`src/rtl/brc_pkg.sv`:
```
package brc_pkg;
  typedef enum logic [1:0] {
    ST_HOLD  = 2'd0,  // after power-on, core and loader both idle
    ST_LOAD  = 2'd1,  // loader owns RAM, core held
    ST_RUN   = 2'd2,  // core released
    ST_SWRST = 2'd3   // software requested core reset
  } brc_state_e;
endpackage

```
`src/rtl/brc_rst_sync.sv`:
```
module brc_rst_sync #(
  parameter int STAGES = 2
) (
  input  logic clk,
  input  logic arst,
  output logic rst_out
);
  logic [STAGES-1:0] chain;

  always_ff @(posedge clk or posedge arst) begin
    if (arst) chain <= '1;
    else      chain <= {chain[STAGES-2:0], 1'b0};
  end

  assign rst_out = chain[STAGES-1];

  // once released, the output stays low until the async input returns
  a_r2_release_sticky: assert property (@(posedge clk) disable iff (arst)
    !rst_out |=> !rst_out);
endmodule

```
`src/rtl/brc_seq_fsm.sv`:
```
module brc_seq_fsm
  import brc_pkg::*;
#(
  parameter int SW_HOLD = 4
) (
  input  logic clk,
  input  logic rst,
  input  logic load_done,
  input  logic sw_req,
  input  logic strap,
  output logic hold_o,
  output logic grant_o
);
  localparam int CNT_W = $clog2(SW_HOLD + 1);
  localparam logic [CNT_W-1:0] CNT_LAST = CNT_W'(SW_HOLD - 1);

  brc_state_e state, nxt;
  logic [CNT_W-1:0] cnt;

  always_comb begin
    nxt = state;
    unique case (state)
      ST_HOLD:  nxt = ST_LOAD;
      ST_LOAD:  if (load_done) nxt = ST_RUN;
      ST_RUN:   if (sw_req) nxt = ST_SWRST;
      ST_SWRST: if (cnt == CNT_LAST) nxt = strap ? ST_LOAD : ST_RUN;
      default:  nxt = ST_HOLD;
    endcase
  end

  always_ff @(posedge clk or posedge rst) begin
    if (rst) begin
      state   <= ST_HOLD;
      cnt     <= '0;
      hold_o  <= 1'b1;
      grant_o <= 1'b0;
    end else begin
      state   <= nxt;
      cnt     <= (state == ST_SWRST && nxt == ST_SWRST) ? cnt + 1'b1 : '0;
      hold_o  <= (nxt != ST_RUN);
      grant_o <= (nxt == ST_LOAD);
    end
  end

  // the grant persists while no load completion is seen
  a_r3_grant_waits: assert property (@(posedge clk) disable iff (rst)
    grant_o && !load_done |=> grant_o);
  // load completion withdraws the grant on the next edge
  a_r4_grant_drops: assert property (@(posedge clk) disable iff (rst)
    grant_o && load_done |=> !grant_o);
  // a request from a running core raises the hold on the next edge
  a_r6_sw_hold: assert property (@(posedge clk) disable iff (rst)
    (state == ST_RUN) && sw_req |=> hold_o);
  // hold counter never passes its limit
  a_r7_cnt_range: assert property (@(posedge clk) disable iff (rst)
    (state == ST_SWRST) |-> (cnt <= CNT_LAST));
endmodule

```
`src/rtl/brc_gate_force.sv`:
```
module brc_gate_force #(
  parameter int N_GATES = 4
) (
  input  logic               force_on,
  input  logic [N_GATES-1:0] en_in,
  output logic [N_GATES-1:0] en_out
);
  for (genvar g = 0; g < N_GATES; g++) begin : g_gate
    assign en_out[g] = en_in[g] | force_on;
  end
endmodule

```
`src/rtl/boot_reset_ctrl.sv`:
```
module boot_reset_ctrl #(
  parameter int SYNC_STAGES = 2,
  parameter int SW_HOLD     = 4,
  parameter int N_GATES     = 4
) (
  input  logic               clk,
  input  logic               por_rst,
  input  logic               load_done,
  input  logic               sw_reset_req,
  input  logic               boot_from_ram,
  input  logic               test_rst_bypass,
  input  logic               test_cg_bypass,
  input  logic [N_GATES-1:0] gate_en_in,
  output logic               dbg_rst,
  output logic               sys_rst,
  output logic               ram_grant,
  output logic [N_GATES-1:0] gate_en_out
);
  logic dbg_int, sys_int, fsm_rst, hold, sys_arst;

  brc_rst_sync #(.STAGES(SYNC_STAGES)) u_dbg_sync (
    .clk(clk), .arst(por_rst), .rst_out(dbg_int)
  );

  assign fsm_rst = dbg_int & ~test_rst_bypass;

  brc_seq_fsm #(.SW_HOLD(SW_HOLD)) u_fsm (
    .clk(clk), .rst(fsm_rst), .load_done(load_done), .sw_req(sw_reset_req),
    .strap(boot_from_ram), .hold_o(hold), .grant_o(ram_grant)
  );

  assign sys_arst = por_rst | hold;

  brc_rst_sync #(.STAGES(SYNC_STAGES)) u_sys_sync (
    .clk(clk), .arst(sys_arst), .rst_out(sys_int)
  );

  assign dbg_rst = dbg_int & ~test_rst_bypass;
  assign sys_rst = sys_int & ~test_rst_bypass;

  brc_gate_force #(.N_GATES(N_GATES)) u_gates (
    .force_on(test_cg_bypass), .en_in(gate_en_in), .en_out(gate_en_out)
  );

  // core held whenever the loader owns RAM
  a_r5_grant_holds_core: assert property (@(posedge clk) disable iff (por_rst)
    ram_grant |-> sys_int);
  // debug reset is untouched by core-side activity
  a_r6_dbg_untouched: assert property (@(posedge clk) disable iff (por_rst)
    !dbg_int |=> !dbg_int);
endmodule

```
`config.mk`:
```
export PLATFORM = sky130hd
export DESIGN_NAME = boot_reset_ctrl
export DESIGN_NICKNAME = d
export VERILOG_FILES = /design/src/rtl/brc_pkg.sv /design/src/rtl/brc_rst_sync.sv /design/src/rtl/brc_seq_fsm.sv /design/src/rtl/brc_gate_force.sv /design/src/rtl/boot_reset_ctrl.sv
export SDC_FILE = /design/constraint.sdc
export NUM_CORES = 1
export LEC_CHECK = 0
export BUFFER_PORTS_ARGS = -buffer_cell sky130_fd_sc_hd__buf_2
export CORE_UTILIZATION = 30
export CTS_BUF_LIST = sky130_fd_sc_hd__clkbuf_8 sky130_fd_sc_hd__clkbuf_16
export CTS_CLUSTER_SIZE = 14
export DETAILED_ROUTE_END_ITERATION = 10
export GPL_ROUTABILITY_DRIVEN = 0
export PLACE_DENSITY = 0.51
export SLEW_MARGIN = 20
export SYNTH_ARGS = -nofsm -noshare
export SYNTH_HDL_FRONTEND = slang
export SYNTH_HIERARCHICAL = 1
export SYNTH_SLANG_ARGS = --single-unit
export TNS_END_PERCENT = 5
```
`constraint.sdc`:
```
create_clock -name clk -period 1.3 [get_ports clk]
set_input_delay 0.26 -clock clk [delete_from_list [all_inputs] [get_ports clk]]
set_output_delay 0.26 -clock clk [all_outputs]
set_load 0.05 [all_outputs]
```
# Word-level counts from Yosys, hierarchy flattened
# Index checks and enable logic that the tools add are counted.
[totals]
in_bits = 11
word_cells = 30
ff_bits = 11
[op_classes]
add_sub_neg = 1
reduce_logical = 2
bitwise = 8
mux = 6
n_eq_ne = 7
[ops]
columns = ["op", "count"]
rows = [
  ["$mux 2", 4],
  ["$pmux 2 s4", 1],
  ["$eq 2x2->1 const B", 3],
  ["$or 1x1->1", 5],
  ["$eq 2x1->1 const B", 2],
  ["$add 3x1->3 const B", 1],
  ["$eq 3x2->1 const B", 1],
  ["$mux 3", 1],
  ["$and 1x1->1", 2],
  ["$logic_not 2->1", 1],
  ["$ne 2x2->1 const B", 1],
  ["$logic_and 1x1->1", 1],
  ["$not 1->1", 1],
]

# Longest topological paths before layout
[depth]
depth_word = 6
ltp_mapped = 4
depth_no_buf = 4

# By module
# Netlist, hierarchy kept.
[by_module_without_submodules]
columns = ["module", "seq_area_each_um2", "cells_each", "n_inst", "area_per_inst_um2"]
rows = [
  ["brc_seq_fsm", 176.4, 23, 1, 287.8],
  ["brc_rst_sync", 52.6, 4, 2, 60.1],
  ["brc_gate_force", 0.0, 4, 1, 25.0],
  ["boot_reset_ctrl", 0.0, 3, 1, 18.8],
]

# Least setup slack after synthesis
# No wires, ideal clock.
[synth_timing]
path_type = "register to output"
from = "register u_dbg_sync.chain[1]"
to = "output dbg_rst"
arrival_time_ps = 1235
slack_ps = -195
path_stages_with_launch = 2
n_path_buf = 0
t_required_ps = 1040
cell_sequence = "dfstp_2 nor2b_1"
[synth_via]
elab_chain_cells = 1
[synth_lines]
columns = ["element", "line_no", "source"]
rows = [
  ["from (decl)", "brc_rst_sync.sv:8", "logic [STAGES-1:0] chain;"],
  ["from (signal assigned)", "brc_rst_sync.sv:12", "else chain <= {chain[STAGES-2:0], 1'b0};"],
  ["$and 1x1->1", "boot_reset_ctrl.sv:38", "assign dbg_rst = dbg_int & ~test_rst_bypass;"],
  ["to (decl)", "boot_reset_ctrl.sv:14", "output logic dbg_rst,"],
]
# Every way passes these cells.

# Worst setup path after layout
# Same ends and word-level chain as after synthesis.

==> results.toml <==
[outcome]
status = "finished clean"

[cells_and_area]
layout_commonest_cell = "buf_2"
finalInstanceArea_sq_um = 643
post-route-util = 0.476
drive_above_1_share = 0.483
layout.nets = 74
layout_common_cells = "buf_2 (15), inv_1 (6), dfrtp_1 (6)"
antenna_cells = 0
syn_to_final_growth_pct = 42.4

[timing]
min_period_ns = 1.30
skew_ns = 0.00482
finalHoldViolCount = 0
clock.fmax_mhz = 772
post-route-period-util = 0.996
grt_setup_unrepaired = "true"
fin_ws_ns = 0.00478
setup_viol = 0
drv_slew = 0

[worst_setup_path]
r2r_setup_slack_ns = 0.08
path_max_fanout = 2
crit_slowest_cell = "dfstp_2"
endpoint = "dbg_rst"
worstSetupPathDepth = 2
ff2ff_path_depth = 4
end_kind = "output pin"
r2r_end = "u_fsm/hold_o"
cp-start-kind = "flop"
startpoint = "u_dbg_sync/chain[1]"
cp_top_family = "flip-flops"
path_cells = "nor2b_4 -> buf_8"
r2r_start = "u_fsm/cnt[0]"
cp.required_ns = 1.04
path_buf_inv = 1
critPathMaxStageDelay_ns = 0.51
cp.arrival_ns = 1.04
path_class = "flop to output pin"

[global_route]
first_global_vias = 276
grt_max_degree = 8
track_usage = 0.101
grt_antenna_before_repair = 0
gr-total-overflow = 0
grt_pass1_wl_mm = 1.08

[yosys]
synthArstFlopShare = 1.00
synth.avg_cell_area_sq_um = 11.9
netlist-cell-type-count = 15
synth_edf_count = 0
mappedNetlistArea_sq_um = 452
ys_ff_latch = 11
syn-num-nets = 51
synth_cells = 38
ys_seq_area_frac = 0.623
yosys_warnings = 6
ys.flop_type = "dfrtp_1"

[die]
start_util = 0.335
ios = 18
core_area_sq_um = 1350
fp.dieH_um = 40.8
dieWidth_um = 40.8
row_count = 13
die-area_sq_um = 1660

[detailed_routing]
wl_per_cell_um = 9.16
m1WireLength_um = 329
antenna_left = 0
top_layer = "met3"
wl_met3_um = 58
drc_errors = 0
num_vias = 334
wl_um = 687
dr.pass1.iters = 3
routed-wl-met2_um = 299
drt-initial-drc-count = 3
viasPerCell = 4.45

[clock_network]
cts_root_buf = "clkbuf_8"
htree_levels = 1
cts_tree = "yes"
clkTransAtPathRegs_ns = 0.04
numCtsBuffers = 3
cts_sinks = 11
insertion_delay_ns = 0.23
clk_path_buf_depth = 2

[power]
ir_drop_mv = 0.812
leakagePower_nw = 0.328
power_mw = 1.15
p_per_area_nw_per_um2 = 1790

[placement]
dp_slack_ns = 0.0955
portBuffers = 17
dp_hpwl_um = 553
place_area_sq_um = 558

[hold_path]
min_path_type = "input port to async pin"

[flow_run]
timing.max_cap.violations = 0
[synthesized netlist by cell type, types with 2 or more instances]
cell / n / area share
dfrtp_1: 6 / 0.33
dfstp_2: 5 / 0.29
inv_1: 5 / 0.042
or2_1: 5 / 0.069
nor2_1: 3 / 0.025
conb_1: 2 / 0.017
ha_1: 2 / 0.055
nor2b_1: 2 / 0.028
o21bai_1: 2 / 0.033
[state kept, by name, summed over array words and instances, names as in the netlist]
| register | cells |
|---|---|
| u_fsm/cnt | 3 |
| u_sys_sync/chain | 2 |
| u_fsm/state | 2 |
| u_fsm/hold_o | 1 |
| u_fsm/grant_o | 1 |
| u_dbg_sync/chain | 2 |
[metrics by stage]
| stage | std cells | TNS [ns] | hold WS, ns |
|---|---|---|---|
| after floorplan | 38 | -0.164 | 0.172 |
| after global placement | 70 | 0 | 0.245 |
| after detailed placement | 70 | 0 | 0.249 |
| after CTS | 75 | -0.00269 | 0.0586 |
| after global routing | 75 | -0.0542 | 0.0688 |
| final | 75 | 0 | 0.0562 |
[cell type report]
| cell class | instances | area [sq um] |
|---|---|---|
| clock buffer | 3 | 41.3 |
| clock inverter | 1 | 3.75 |
| fill | 133 | 707 |
| inverter | 5 | 18.8 |
| multi-input combinational | 22 | 166 |
| sequential | 11 | 282 |
| tap | 15 | 18.8 |
| timing repair buffer | 18 | 113 |
[per-layer routing]
layer	vias to the layer above	track usage
met5	-	0
met4	0	0.0250
met3	0	0.0326
met2	18	0.156
met1	153	0.134
li1	163	-
[logic make-up after synthesis]
kind of cell    share of synthesized area
flops                               0.623
simple gates                        0.158
fa+ha+maj                          0.0554
compound gates                      0.105
buf+inv                            0.0416
other cells                        0.0166
[worst min-delay path by stage]
stage / startpoint / depth (start not counted) / slack, ns / endpoint
3_3_place_gp: test_rst_bypass / 3 / 0.24 / u_fsm/state[0]
4_1_cts: por_rst / 2 / 0.06 / u_dbg_sync/chain[0]
3_5_place_dp: test_rst_bypass / 3 / 0.25 / u_fsm/state[0]
2_1_floorplan: por_rst / 1 / 0.17 / u_dbg_sync/chain[0]
6_report: por_rst / 2 / 0.06 / u_dbg_sync/chain[0]
5_1_grt: por_rst / 2 / 0.07 / u_dbg_sync/chain[0]
[power by group]
part | internal [mW] | leakage (nW) | switching (mW)
Clock | 0.206 | 0.0269 | 0.113
Combinational | 0.130 | 0.181 | 0.199
Sequential | 0.447 | 0.120 | 0.0537
Total | 0.783 | 0.328 | 0.365
[timing repair]
action,in CTS,in global routing
hold buffers,0,0
endpoints found under the setup margin,2,2
buffers inserted,1,0
gates resized for setup,7,2
endpoints found under the hold margin,0,0
(Power assumes the default switching activity.)
